--- src/rtl/i2c_regif_pkg.sv ---
package i2c_regif_pkg;

    localparam int ADDR_W  = 6;
    localparam int DATA_W  = 32;
    localparam int CMD_W   = 10;
    localparam int BYTE_W  = 8;
    localparam int THR_W   = 2;
    localparam int NUM_IRQ = 5;
    localparam int NUM_LAT = 3;
    localparam int NUM_TIM = 3;

    localparam logic [ADDR_W-1:0] OFS_CMD   = 6'h00;
    localparam logic [ADDR_W-1:0] OFS_RXD   = 6'h04;
    localparam logic [ADDR_W-1:0] OFS_CTRL  = 6'h08;
    localparam logic [ADDR_W-1:0] OFS_IEN   = 6'h0C;
    localparam logic [ADDR_W-1:0] OFS_IST   = 6'h10;
    localparam logic [ADDR_W-1:0] OFS_STAT  = 6'h14;
    localparam logic [ADDR_W-1:0] OFS_CLVL  = 6'h18;
    localparam logic [ADDR_W-1:0] OFS_RLVL  = 6'h1C;
    localparam logic [ADDR_W-1:0] OFS_SLOW  = 6'h20;
    localparam logic [ADDR_W-1:0] OFS_SHIGH = 6'h24;
    localparam logic [ADDR_W-1:0] OFS_HOLD  = 6'h28;

    typedef struct packed {
        logic [THR_W-1:0] rx_thr;
        logic [THR_W-1:0] cmd_thr;
        logic             fast;
        logic             en;
    } ctrl_t;

    localparam int CTRL_W = $bits(ctrl_t);

    typedef struct packed {
        logic rx_ovf;
        logic arb_lost;
        logic nack;
        logic rx_rdy;
        logic tx_rdy;
    } irq_vec_t;

    typedef enum logic [3:0] {
        SEL_NONE,
        SEL_CMD,
        SEL_RXD,
        SEL_CTRL,
        SEL_IEN,
        SEL_IST,
        SEL_STAT,
        SEL_CLVL,
        SEL_RLVL,
        SEL_SLOW,
        SEL_SHIGH,
        SEL_HOLD
    } sel_e;

    function automatic sel_e decode_addr(input logic [ADDR_W-1:0] a);
        sel_e s;
        case (a)
            OFS_CMD:   s = SEL_CMD;
            OFS_RXD:   s = SEL_RXD;
            OFS_CTRL:  s = SEL_CTRL;
            OFS_IEN:   s = SEL_IEN;
            OFS_IST:   s = SEL_IST;
            OFS_STAT:  s = SEL_STAT;
            OFS_CLVL:  s = SEL_CLVL;
            OFS_RLVL:  s = SEL_RLVL;
            OFS_SLOW:  s = SEL_SLOW;
            OFS_SHIGH: s = SEL_SHIGH;
            OFS_HOLD:  s = SEL_HOLD;
            default:   s = SEL_NONE;
        endcase
        return s;
    endfunction

endpackage

--- src/rtl/i2c_regif_fifo.sv ---
module i2c_regif_fifo #(
    parameter int W     = 8,
    parameter int DEPTH = 4,
    localparam int PTR_W = (DEPTH > 1) ? $clog2(DEPTH) : 1,
    localparam int LVL_W = $clog2(DEPTH + 1)
) (
    input  logic             clk,
    input  logic             rst,
    input  logic             push,
    input  logic [W-1:0]     push_data,
    input  logic             pop,
    output logic [W-1:0]     head,
    output logic [LVL_W-1:0] level,
    output logic             full,
    output logic             empty
);

    logic [W-1:0]     mem [DEPTH];
    logic [PTR_W-1:0] wr_ptr;
    logic [PTR_W-1:0] rd_ptr;
    logic             do_push;
    logic             do_pop;

    function automatic logic [PTR_W-1:0] ptr_next(input logic [PTR_W-1:0] p);
        return (p == PTR_W'(DEPTH - 1)) ? '0 : p + 1'b1;
    endfunction

    assign full    = (level == LVL_W'(DEPTH));
    assign empty   = (level == '0);
    assign do_push = push && !full;
    assign do_pop  = pop && !empty;
    assign head    = mem[rd_ptr];

    always_ff @(posedge clk) begin
        if (do_push) begin
            mem[wr_ptr] <= push_data;
        end
    end

    always_ff @(posedge clk) begin
        if (rst) begin
            wr_ptr <= '0;
            rd_ptr <= '0;
            level  <= '0;
        end else begin
            if (do_push) begin
                wr_ptr <= ptr_next(wr_ptr);
            end
            if (do_pop) begin
                rd_ptr <= ptr_next(rd_ptr);
            end
            case ({do_push, do_pop})
                2'b10:   level <= level + 1'b1;
                2'b01:   level <= level - 1'b1;
                default: level <= level;
            endcase
        end
    end

endmodule

--- src/rtl/i2c_regif_cfg.sv ---
module i2c_regif_cfg
    import i2c_regif_pkg::*;
#(
    parameter int CNT_W = 16
) (
    input  logic              clk,
    input  logic              rst,
    input  logic              wr,
    input  sel_e              sel,
    input  logic [DATA_W-1:0] wdata,
    output ctrl_t             ctrl,
    output irq_vec_t          ien,
    output logic [CNT_W-1:0]  tim [NUM_TIM]
);

    always_ff @(posedge clk) begin
        if (rst) begin
            ctrl <= '0;
            ien  <= '0;
        end else if (wr) begin
            if (sel == SEL_CTRL) begin
                ctrl <= ctrl_t'(wdata[CTRL_W-1:0]);
            end
            if (sel == SEL_IEN) begin
                ien <= irq_vec_t'(wdata[NUM_IRQ-1:0]);
            end
        end
    end

    for (genvar g = 0; g < NUM_TIM; g++) begin : g_tim
        localparam sel_e MY_SEL = (g == 0) ? SEL_SLOW : (g == 1) ? SEL_SHIGH : SEL_HOLD;
        always_ff @(posedge clk) begin
            if (rst) begin
                tim[g] <= '0;
            end else if (wr && sel == MY_SEL) begin
                tim[g] <= wdata[CNT_W-1:0];
            end
        end
    end

endmodule

--- src/rtl/i2c_regif_irq.sv ---
module i2c_regif_irq
    import i2c_regif_pkg::*;
#(
    parameter int LVL_W = 3
) (
    input  logic               clk,
    input  logic               rst,
    input  logic [LVL_W-1:0]   cmd_lvl,
    input  logic [LVL_W-1:0]   rx_lvl,
    input  logic [THR_W-1:0]   cmd_thr,
    input  logic [THR_W-1:0]   rx_thr,
    input  logic               nack_evt,
    input  logic               arb_evt,
    input  logic               ovf_evt,
    input  logic               clr_en,
    input  logic [NUM_IRQ-1:0] clr_bits,
    input  irq_vec_t           ien,
    output irq_vec_t           status,
    output logic               irq
);

    logic [NUM_LAT-1:0] evt;
    logic [NUM_LAT-1:0] clr;
    logic [NUM_LAT-1:0] lat;
    logic               tx_rdy;
    logic               rx_rdy;

    assign evt = {ovf_evt, arb_evt, nack_evt};
    assign clr = clr_en ? clr_bits[NUM_IRQ-1:NUM_IRQ-NUM_LAT] : '0;

    for (genvar g = 0; g < NUM_LAT; g++) begin : g_lat
        always_ff @(posedge clk) begin
            if (rst) begin
                lat[g] <= 1'b0;
            end else if (evt[g]) begin
                lat[g] <= 1'b1;
            end else if (clr[g]) begin
                lat[g] <= 1'b0;
            end
        end
    end

    assign tx_rdy = (cmd_lvl <= LVL_W'(cmd_thr));
    assign rx_rdy = (rx_lvl > LVL_W'(rx_thr));

    assign status = irq_vec_t'({lat, rx_rdy, tx_rdy});
    assign irq    = |(status & ien);

    logic unused_clr;
    assign unused_clr = ^clr_bits[NUM_IRQ-NUM_LAT-1:0];

endmodule

--- src/rtl/i2c_regif.sv ---
module i2c_regif
    import i2c_regif_pkg::*;
#(
    parameter int DEPTH = 4,
    parameter int CNT_W = 16
) (
    input  logic              clk,
    input  logic              rst,
    input  logic              bus_wr,
    input  logic              bus_rd,
    input  logic [ADDR_W-1:0] bus_addr,
    input  logic [DATA_W-1:0] bus_wdata,
    output logic [DATA_W-1:0] bus_rdata,
    output logic              cmd_valid,
    output logic [CMD_W-1:0]  cmd_word,
    input  logic              cmd_pop,
    input  logic              rx_push,
    input  logic [BYTE_W-1:0] rx_byte,
    input  logic              nack_evt,
    input  logic              arb_evt,
    input  logic              core_busy,
    output logic              core_en,
    output logic              fast_mode,
    output logic [CNT_W-1:0]  scl_low_cnt,
    output logic [CNT_W-1:0]  scl_high_cnt,
    output logic [CNT_W-1:0]  sda_hold_cnt,
    output logic              irq
);

    localparam int LVL_W = $clog2(DEPTH + 1);

    sel_e              sel;
    logic              cmd_push;
    logic              rx_pop;
    logic              ist_wr;
    logic [LVL_W-1:0]  cmd_lvl;
    logic [LVL_W-1:0]  rx_lvl;
    logic              cmd_full;
    logic              cmd_empty;
    logic              rx_full;
    logic              rx_empty;
    logic [BYTE_W-1:0] rx_head;
    ctrl_t             ctrl;
    irq_vec_t          ien_q;
    irq_vec_t          stat;
    logic [CNT_W-1:0]  tim [NUM_TIM];

    assign sel      = decode_addr(bus_addr);
    assign cmd_push = bus_wr && (sel == SEL_CMD);
    assign rx_pop   = bus_rd && (sel == SEL_RXD);
    assign ist_wr   = bus_wr && (sel == SEL_IST);

    i2c_regif_fifo #(.W(CMD_W), .DEPTH(DEPTH)) u_cmd_fifo (
        .clk       (clk),
        .rst       (rst),
        .push      (cmd_push),
        .push_data (bus_wdata[CMD_W-1:0]),
        .pop       (cmd_pop),
        .head      (cmd_word),
        .level     (cmd_lvl),
        .full      (cmd_full),
        .empty     (cmd_empty)
    );

    i2c_regif_fifo #(.W(BYTE_W), .DEPTH(DEPTH)) u_rx_fifo (
        .clk       (clk),
        .rst       (rst),
        .push      (rx_push),
        .push_data (rx_byte),
        .pop       (rx_pop),
        .head      (rx_head),
        .level     (rx_lvl),
        .full      (rx_full),
        .empty     (rx_empty)
    );

    i2c_regif_cfg #(.CNT_W(CNT_W)) u_cfg (
        .clk   (clk),
        .rst   (rst),
        .wr    (bus_wr),
        .sel   (sel),
        .wdata (bus_wdata),
        .ctrl  (ctrl),
        .ien   (ien_q),
        .tim   (tim)
    );

    i2c_regif_irq #(.LVL_W(LVL_W)) u_irq (
        .clk      (clk),
        .rst      (rst),
        .cmd_lvl  (cmd_lvl),
        .rx_lvl   (rx_lvl),
        .cmd_thr  (ctrl.cmd_thr),
        .rx_thr   (ctrl.rx_thr),
        .nack_evt (nack_evt),
        .arb_evt  (arb_evt),
        .ovf_evt  (rx_push && rx_full),
        .clr_en   (ist_wr),
        .clr_bits (bus_wdata[NUM_IRQ-1:0]),
        .ien      (ien_q),
        .status   (stat),
        .irq      (irq)
    );

    assign cmd_valid    = !cmd_empty;
    assign core_en      = ctrl.en;
    assign fast_mode    = ctrl.fast;
    assign scl_low_cnt  = tim[0];
    assign scl_high_cnt = tim[1];
    assign sda_hold_cnt = tim[2];

    always_comb begin
        bus_rdata = '0;
        case (sel)
            SEL_RXD:   bus_rdata = rx_empty ? '0 : DATA_W'(rx_head);
            SEL_CTRL:  bus_rdata = DATA_W'(ctrl);
            SEL_IEN:   bus_rdata = DATA_W'(ien_q);
            SEL_IST:   bus_rdata = DATA_W'(stat);
            SEL_STAT:  bus_rdata = DATA_W'(core_busy);
            SEL_CLVL:  bus_rdata = DATA_W'(cmd_lvl);
            SEL_RLVL:  bus_rdata = DATA_W'(rx_lvl);
            SEL_SLOW:  bus_rdata = DATA_W'(tim[0]);
            SEL_SHIGH: bus_rdata = DATA_W'(tim[1]);
            SEL_HOLD:  bus_rdata = DATA_W'(tim[2]);
            default:   bus_rdata = '0;
        endcase
    end

    logic unused_wdata;
    assign unused_wdata = ^bus_wdata[DATA_W-1:CMD_W];

endmodule


--- config.mk ---
export PLATFORM = sky130hd
export DESIGN_NAME = i2c_regif
export DESIGN_NICKNAME = d
export VERILOG_FILES = /design/src/rtl/i2c_regif_pkg.sv /design/src/rtl/i2c_regif_fifo.sv /design/src/rtl/i2c_regif_cfg.sv /design/src/rtl/i2c_regif_irq.sv /design/src/rtl/i2c_regif.sv
export SDC_FILE = /design/constraint.sdc
export NUM_CORES = 1
export LEC_CHECK = 0
export BUFFER_PORTS_ARGS = -buffer_cell sky130_fd_sc_hd__buf_2
export CAP_MARGIN = 0
export CORE_MARGIN = 3
export CORE_UTILIZATION = 55
export DETAILED_ROUTE_END_ITERATION = 8
export PLACE_DENSITY = 0.8
export SYNTH_ARGS = -nofsm -noshare
export SYNTH_HDL_FRONTEND = slang
export SYNTH_SLANG_ARGS = --single-unit
--- constraint.sdc ---
create_clock -name clk -period 4.6 [get_ports clk]
set_input_delay 0.69 -clock clk [delete_from_list [all_inputs] [get_ports clk]]
set_output_delay 0.69 -clock clk [all_outputs]
set_load 0.02 [all_outputs]
After elaboration in Yosys (flattened, before gate mapping)
Memories as Yosys holds them, arrays and structs flattened. A register that Yosys moved wholly into a read port is not among the register bits.
Cells that the tools add are included.
Widths: inputs -> output; s select.
{ "totals": {"reg_bits": 76, "ramBits": 72, "in_bits": 55, "out_inout_bits": 94, "wordCells": 115, "mem_count": 2} }
{ "mem_list": {"columns": ["memory", "depth", "word_bits", "rd", "rd_ports_with_merged_regs", "write_ports", "line", "rtl"], "rows": [
  ["u_cmd_fifo.mem", 4, 10, 1, 1, 1, "i2c_regif_fifo.sv:18", "logic [W-1:0] mem [DEPTH];"],
  ["u_rx_fifo.mem", 4, 8, 1, 1, 1, "i2c_regif_fifo.sv:18", null]
]} }
{ "classes": {"n_addsub": 8, "order_cmp": 2, "n_eq_ne": 31, "n_mux": 24, "bitwise": 1, "reduce_logical": 26} }
{ "op_table": {"columns": ["op", "n"], "rows": [
  ["$pmux 16 s10", 1],
  ["$pmux 4 s11", 1],
  ["$eq 6x5->1 const B", 4],
  ["$eq 6x6->1 const B", 3],
  ["$eq 4x3->1 const B", 4],
  ["$eq 4x4->1 const B", 4],
  ["$mux 2", 8],
  ["$eq 2x2->1 const B", 6],
  ["$eq 6x4->1 const B", 2],
  ["$pmux 3 s2", 2],
  ["$logic_and 1x1->1", 11],
  ["$mux 1", 10],
  ["$reduce_bool 2->1", 5],
  ["$add 2x1->2 const B", 4],
  ["$eq 4x2->1 const B", 2],
  ["$mux 8", 1],
  ["$add 3x1->3 const B", 2],
  ["$eq 3x3->1 const B", 2],
  ["$eq 6x3->1 const B", 1],
  ["$logic_not 3->1", 2],
  ["$logic_not 6->1", 1],
  ["$sub 3x1->3 const B", 2],
  ["$and 5x5->5", 1],
  ["$reduce_or 5->1", 1],
  ["other kinds (7)", 12]
]} }

Longest topological paths before layout
Gate-level depths: netlist of run 1.
{ "depth": {"ltp_word": 7, "depth_mapped": 17, "depth_no_buf": 14} }

By module
Synthesis of run 1 repeated with hierarchy kept, for this count alone.
{ "hier_totals": {"cells_unflattened": 613, "hier_area_um2": 7393.3} }
{ "modules_own_cells": {"columns": ["module", "instances", "cells_per_inst", "area_each_um2"], "rows": [
  ["i2c_regif_cfg", 1, 219, 2407.3],
  ["i2c_regif_fifo at u_cmd_fifo", 1, 106, 1933.1],
  ["i2c_regif_fifo at u_rx_fifo", 1, 96, 1647.8],
  ["i2c_regif", 1, 158, 1127.3],
  ["i2c_regif_irq", 1, 34, 277.8]
]} }

Least setup slack after synthesis of run 1
No wires, ideal clock.
{ "synth_path": {"path_kind": "input port to output port", "from": "input port bus_addr[3]", "to": "output port bus_rdata[7]", "arrival_ns": 3.607, "setup_slack_ns": 0.303, "cell_stages": 12, "path_buffers": 4, "cell_sequence": "clkbuf_1 buf_2 buf_2 nand4b_1 a211o_1 ha_1 a2111oi_4 a21oi_2 buf_6 nor2_1 nand2_1 o21ai_0"} }
{ "synth_via": {"elab_chain_cells": 4, "word_cells_on_any_way": 23, "cone_classes": "eq/ne: 20; mux: 2; reduce/logical: 1"} }
{ "synth_rtl": {"columns": ["element", "line", "rtl"], "rows": [
  ["from (decl)", "i2c_regif.sv:11", "input logic [ADDR_W-1:0] bus_addr,"],
  ["$eq 6x6->1 (tied with other cells)", "i2c_regif_pkg.sv:58", "case (a)"],
  ["$pmux 4 s11 *", "i2c_regif_pkg.sv:58", null],
  ["$eq 4x4->1 (tied with other cells)", "i2c_regif.sv:114", "case (sel)"],
  ["$pmux 16 s10 *", "i2c_regif.sv:114", null],
  ["to (decl)", "i2c_regif.sv:13", "output logic [DATA_W-1:0] bus_rdata,"]
]} }
Every way passes the cells marked *; elsewhere a longest branch is shown, timed or not.

Worst setup path after layout of run 1
{ "layout_path": {"from": "input port bus_addr[5]", "to": "output port bus_rdata[2]"} }
Same word-level chain as after synthesis.

==> results of run 1 <==
-- final timing paths --
kind,slack (ns),to,from,depth (start not counted)
setup / recovery,0.50,bus_rdata[2],bus_addr[5],10
hold / removal,0.48,u_rx_fifo.mem[2][6]$_DFFE_PP_,rx_byte[6],1
setup reg to reg,2.15,u_rx_fifo.level[2]$_SDFFE_PP0P_,u_rx_fifo.level[2]$_SDFFE_PP0P_,9
hold reg to reg,0.48,u_cfg.ien[1]$_SDFFE_PP0P_,u_cfg.ien[1]$_SDFFE_PP0P_,2
-- sequential cells by signal, summed over array words and instances, names as in the netlist, named ones only --
| signal | count |
|---|---|
| u_cfg.ien | 5 |
| u_cfg.tim | 48 |
| u_cmd_fifo.rd_ptr | 2 |
| u_rx_fifo.wr_ptr | 2 |
| u_cfg.ctrl | 6 |
| u_cmd_fifo.mem | 40 |
| u_rx_fifo.level | 3 |
| u_rx_fifo.mem | 32 |
| u_cmd_fifo.wr_ptr | 2 |
| u_rx_fifo.rd_ptr | 2 |
| u_cmd_fifo.level | 3 |
| u_irq.status | 3 |
-- cells by family after synthesis --
group / Yosys count
compound gates: 78
xor+xnor: 6
fa+ha+maj: 21
buf+inv: 65
flops: 152
mux: 88
other cells: 1
simple gates: 178
-- cell usage after synthesis (all sizes together) (2+ instances only) --
library cell  count  area (um^2)
nor2b             4         25.0
nand2            30          113
a22oi             6         45.0
nor2             93          349
fa                2         40.0
mux2i            70          701
and2              7         43.8
inv              20         75.1
nor3              8         73.8
a211oi            3         22.5
a221oi            3         32.5
dfxtp            80         1600
a32oi             6         52.6
a21o              3         26.3
xor2              6         52.6
a31oi             3         18.8
a21oi            33          173
buf              27          209
or3               5         31.3
nand2b            5         31.3
and3              5         31.3
nand3            11         55.1
a2bb2oi           3         26.3
a22o              2         17.5
edfxtp           72         2160
o21ai             5         25.0
a41oi             3         26.3
mux4             18          405
ha               19          238
clkbuf           18         67.6
nand4             6         37.5
-- cells in the final DEF (no fill, tap or decap), drive strengths merged, types with 2 or more instances in the layout --
master,count
a21oi,33
nor3,8
conb,16
edfxtp,72
a22o,2
a221oi,3
bufinv,2
o21ai,5
buf,126
a21o,3
inv,21
fa,2
or3,5
nor2,93
nand3,11
clkinv,6
dfxtp,80
mux2i,70
and3,5
a32oi,6
clkbuf,19
a31oi,3
nand2b,5
nand2,30
mux4,18
a22oi,6
nor2b,4
xor2,6
a2bb2oi,3
ha,19
clkinvlp,3
and2,7
nand4,6
a41oi,3
a211oi,3
-- metal layers --
| layer | part of all wire [%] | global-route usage, % | vias up |
|---|---|---|---|
| met4 | 2.2 | 9.70 | 0 |
| met5 | 0 | 0 | - |
| met1 | 41 | 29.7 | 2502 |
| met2 | 50 | 40.2 | 193 |
| met3 | 6.8 | 7.03 | 39 |
| li1 | - | - | 2347 |
-- area by class of cell --
type / instances / share of cell area (%)
clock inverters: 12 / 1.58
repair buffers: 126 / 8.01
inverters: 20 / 0.918
multi-input cells: 387 / 35.5
flip-flops and latches: 152 / 46.0
well taps: 168 / 2.57
clock buffers: 19 / 5.41
-- power groups by stage --
stage,Combinational [mW],Clock (mW),Sequential (mW)
finish,0.161,1.35,1.45
global route,0.175,1.42,1.45
CTS,0.159,1.37,1.45
detailed placement,0.158,0,1.47
global placement,0.152,0,1.47
floorplan,0.108,0,1.47
-- metrics by stage --
stage,power [mW],hold WS (ns),util (%),std cells,setup slack (ns)
6_report,2.96,0.479,67.0,884,0.500
5_1_grt,3.04,0.474,67.0,884,0.332
4_1_cts,2.97,0.461,67.0,884,0.551
3_5_place_dp,1.63,0.477,62.3,853,0.473
3_3_place_gp,1.62,0.466,62.3,853,0.607
2_1_floorplan,1.58,0.449,-,604,0.303
==> metrics.csv, run 1 <==
stage,metric,value,unit
grt,grt_max_degree,77,
power_and_ir_drop,internal_power,2.29,mW
timing,worst_pin_slew,0.832,ns
final_layout,area_delta_synth_final,17.5,%
run_status,outcome,"complete, no violations",
clock_network,post_cts_buffers,0,
flow_run,max_cap_viol_count,0,
timing,setup_viol,0,
clock_network,clock_latency,0.42,ns
power_and_ir_drop,switchingPower,0.665,mW
critical_path,critPathMaxStageDelay,0.55,ns
yosys,yosysSeqAreaShare,54.0,%
clock_network,clock_path_buffers,2,
critical_path,crit_top_cell,buf_2,
yosys,ys_ff_latch,152,
place,dpl_cell_area,0.00761,mm^2
critical_path,worstPathRequired,3.91,ns
clock_network,postCtsResizedCells,0,
timing,fin_setup_tns,0,ns
detailed_routing,wl_per_cell,18.8,um
power_and_ir_drop,pwr-share-seq,48.9,%
timing,slew_violations,0,
critical_path,worstPathArrival,3.41,ns
yosys,synth_cell_types,52,
yosys,ys_async_sr_fraction,0,%
yosys,synth_compound_area_share,8.19,%
timing,slew_headroom,44.5,%
final_layout,fillCellCount,920,
die,pin_count,149,
yosys,ys_warn_count,0,
power_and_ir_drop,p_sw_share,22.5,%
grt,grt_pass1_vias,5152,
critical_path,crit_path_start_kind,input pin,
detailed_routing,drt-pass1-iter-count,5,
grt,grt_pass1_wl,26600,um
yosys,syn_area_per_cell,11.8,um^2
timing,finalHoldViolations,0,
final_layout,final_area,0.00818,mm^2
grt,antenna_found_initial,0,
detailed_routing,ant_nets,0,
critical_path,cp_cell_sequence,"buf_2, nor3_4, nand2b_1, ha_1, a2111oi_4, a21oi_2, o32ai_1, nand2_1, a31oi_1, buf_2",
timing,worst_clock_skew,0.00663,ns
final_layout,nNetsFinal,780,
detailed_routing,wl,16600,um
timing,period_share,89.1,%
yosys,synthSimpleGateAreaFrac,12.0,%
yosys,synth_xor_area_share,0.755,%
yosys,synthAdderAreaFrac,3.99,%
clock_network,cts_tree,done,
die,core_area,0.0122,mm^2
power_and_ir_drop,power.density,361,mW/mm^2
yosys,muxShareOfSynthArea,15.9,%
power_and_ir_drop,pwr-share-comb,5.4,%
power_and_ir_drop,leakagePower,3.16,nW
die,die_w,119,um
timing,maxClockFrequency,244,MHz
final_layout,drive_gt1_share,26.0,%
timing,grt_setup_unrepaired,no,
power_and_ir_drop,ir_drop,0.261,mV
clock_network,cts.sinks,152,
min_path,min_path_type,in2reg,
critical_path,cp_slowest_cell,a2111oi_4,
critical_path,crit_type,in2out,
die,start_util,57.0,%
grt,grt_use_total,24.2,%
yosys,synth_edf_count,72,
detailed_routing,drcViolationCount,0,
critical_path,cp_top_family,compound AO/OA/AOI/OAI gates,
yosys,synth_top_family_by_area,multiplexers,
die,die-area,0.0140,mm^2
clock_network,htreeDepth,4,
clock_network,cts_root_buf,clkbuf_16,
clock_network,numCtsBuffers,17,
clock_network,cts_hold_buf,0,
critical_path,cp-end-kind,primary output,
die,rows,40,
place,portBuffers,116,
detailed_routing,drt-vias-per-instance,5.75,
critical_path,path_max_fanout,11,
power_and_ir_drop,clkPwrFrac,45.7,%
detailed_routing,drt_iter0_drc,612,
final_layout,multi_input_area,0.00291,mm^2
place,gp_congestion,0.916,
timing,post-route-min-period,4.10,ns
final_layout,diodes,0,
yosys,synth_top_flop_cell,dfxtp_1,
yosys,synthCells,589,
place,hpwl,11800,um
grt,globalRouteOverflowTotal,0,
final_layout,seqCellArea,0.00376,mm^2
clock_network,clkSlewWorstSetupHoldPaths,0.06,ns
die,die_h,119,um
detailed_routing,via_count,5081,
yosys,synth_area,0.00696,mm^2
critical_path,path_buf_inv,2,
(Power assumes the default switching activity.)
==> run 2, diff against run 1 <==
==> constraint.sdc (replaced) <==
create_clock -name clk -period 4.5 [get_ports clk]
set_input_delay 0.675 -clock clk [delete_from_list [all_inputs] [get_ports clk]]
set_output_delay 0.675 -clock clk [all_outputs]
set_load 0.02 [all_outputs]
==> metrics.csv, run 2 (same netlist as run 1, synthesis figures left out) <==
stage,metric,value,unit
critical_path,cp-end-kind,primary output,
run_status,outcome,"complete, no violations",
detailed_routing,drcViolationCount,0,
power_and_ir_drop,clkPwrFrac,46.2,%
timing,worst_clock_skew,0.00893,ns
grt,antenna_found_initial,0,
die,start_util,57.0,%
clock_network,clkSlewWorstSetupHoldPaths,0.06,ns
clock_network,cts_tree,done,
detailed_routing,drt_iter0_drc,591,
clock_network,post_cts_buffers,0,
timing,fin_setup_tns,0,ns
timing,grt_setup_unrepaired,no,
critical_path,cp_slowest_cell,a2111oi_4,
clock_network,cts.sinks,152,
grt,grt_use_total,24.0,%
clock_network,cts_root_buf,clkbuf_16,
power_and_ir_drop,pwr-share-comb,5.5,%
min_path,hold_path.startpoint,rx_byte[0],
grt,grt_pass1_vias,4975,
power_and_ir_drop,ir_drop,0.348,mV
critical_path,r2r-start,u_rx_fifo.level[2]$_SDFFE_PP0P_,
critical_path,r2r_slack,2.00,ns
critical_path,path_max_fanout,11,
clock_network,htreeDepth,4,
place,gp_congestion,0.900,
die,core_area,0.0122,mm^2
detailed_routing,drt-pass1-iter-count,5,
timing,hold_ws,0.463,ns
timing,slew_violations,0,
grt,globalRouteOverflowTotal,0,
timing,period_share,91.8,%
critical_path,crit_path_start_kind,input pin,
final_layout,regMostFlops,u_cfg.tim,
power_and_ir_drop,leakagePower,3.18,nW
final_layout,layout_common_cells,"buf_2, nor2_1, dfxtp_1",
critical_path,crit_type,in2out,
detailed_routing,wl_per_cell,18.8,um
final_layout,area_delta_synth_final,18.2,%
die,die_w,119,um
critical_path,cp_cell_sequence,"buf_2, nor3_4, nand2b_1, ha_1, a2111oi_4, a21oi_2, o32ai_1, nand2_1, a31oi_1, buf_2",
die,pin_count,149,
power_and_ir_drop,power.density,371,mW/mm^2
power_and_ir_drop,internal_power,2.38,mW
flow_run,max_cap_viol_count,0,
timing,slew_headroom,40.6,%
grt,grt_max_degree,48,
power_and_ir_drop,switchingPower,0.677,mW
timing,maxClockFrequency,242,MHz
detailed_routing,wl,16600,um
place,portBuffers,116,
place,hpwl,11900,um
die,die_h,119,um
detailed_routing,via_count,5070,
final_layout,nNetsFinal,781,
timing,post-route-min-period,4.13,ns
power_and_ir_drop,p_sw_share,22.2,%
detailed_routing,drt-vias-per-instance,5.72,
final_layout,drive_gt1_share,26.0,%
min_path,holdPathEnd,u_rx_fifo.mem[2][0]$_DFFE_PP_,
clock_network,clock_latency,0.42,ns
critical_path,worstPathRequired,3.83,ns
min_path,holdPathStages,1,
timing,setup_viol,0,
die,rows,40,
clock_network,cts_hold_buf,0,
critical_path,r2r_cells,9,
critical_path,r2r-end,u_rx_fifo.level[2]$_SDFFE_PP0P_,
critical_path,crit_top_cell,buf_2,
clock_network,clock_path_buffers,2,
timing,finalHoldViolations,0,
clock_network,numCtsBuffers,17,
place,pre_cts_ws,0.390,ns
grt,grt_pass1_wl,26300,um
timing,worst_slack,0.369,ns
die,die-area,0.0140,mm^2
power_and_ir_drop,pwr-share-seq,48.4,%
final_layout,top_regs,"u_cfg.tim: 48 flops, u_cmd_fifo.mem: 40 flops, u_rx_fifo.mem: 32 flops",
clock_network,postCtsResizedCells,0,
final_layout,largest_register_ffs,48,
critical_path,critPathMaxStageDelay,0.53,ns
final_layout,layout_commonest_cell,buf_2,
critical_path,worstPathArrival,3.46,ns
timing,worst_pin_slew,0.892,ns
min_path,min_path_type,in2reg,
final_layout,diodes,0,
detailed_routing,ant_nets,0,
-- run 2: changes by cell type in the layout (fill, tap and decap cells not counted) --
cell,delta
clkinv_1,+1
clkbuf_8,+2
clkinv_4,-1
buf_12,+2
buf_4,-1
inv_6,+1
clkinv_2,-1
clkinvlp_4,-1
-- run 2: power by group through the flow --
stage          sequential, mW  clock [mW]  combinational, mW
3_5_place_dp             1.51           0              0.163
3_3_place_gp             1.50           0              0.156
5_1_grt                  1.48        1.48              0.181
2_1_floorplan            1.50           0              0.111
6_report                 1.48        1.41              0.167
4_1_cts                  1.48        1.42              0.165
-- run 2: cell type report --
type,instances,area [um^2]
fill,908,3980
sequential,152,3760
multi-input combinational,387,2910
timing repair buffer,127,688
clock buffer,21,470
tap,168,210
clock inverter,11,120
inverter,20,75.1
-- run 2: stage by stage --
stage                     instances  power [mW]  area (um^2)  utilization [%]
after floorplan                 604        1.61         7020                -
after global placement          854        1.66         7640             62.6
after detailed placement        854        1.67         7640             62.6
after CTS                       886        3.06         8230             67.4
after global routing            886        3.14         8230             67.4
final                           886        3.05         8230             67.4
-- run 2: worst max path at each step --
stage | end | slack, ns | cells past startpoint | start
floorplan | bus_rdata[7] | 0.23 | 12 | bus_addr[3]
global placement | u_cmd_fifo.level[2]$_SDFFE_PP0P_ | 0.55 | 14 | bus_addr[5]
detailed placement | u_cmd_fifo.level[2]$_SDFFE_PP0P_ | 0.39 | 14 | bus_addr[5]
CTS | bus_rdata[2] | 0.47 | 10 | bus_addr[5]
global route | bus_rdata[2] | 0.21 | 10 | bus_addr[5]
finish | bus_rdata[2] | 0.37 | 10 | bus_addr[5]
-- run 2: critical path: cells and delay by family --
family	cells	cell delay (ns)
adder cells (fa/ha/maj)	1	0.33
AO/OA/AOI/OAI	4	1.43
AND/OR/NAND/NOR	3	0.64
buffers and inverters	2	0.37
-- run 2: routing by layer --
| metal | track usage [%] | up-vias | wire length (um) |
|---|---|---|---|
| li1 | - | 2346 | - |
| met1 | 30.0 | 2468 | 6800 |
| met2 | 40.4 | 220 | 8370 |
| met3 | 5.93 | 36 | 1060 |
| met4 | 9.12 | 0 | 381 |
| met5 | 0 | - | 0 |
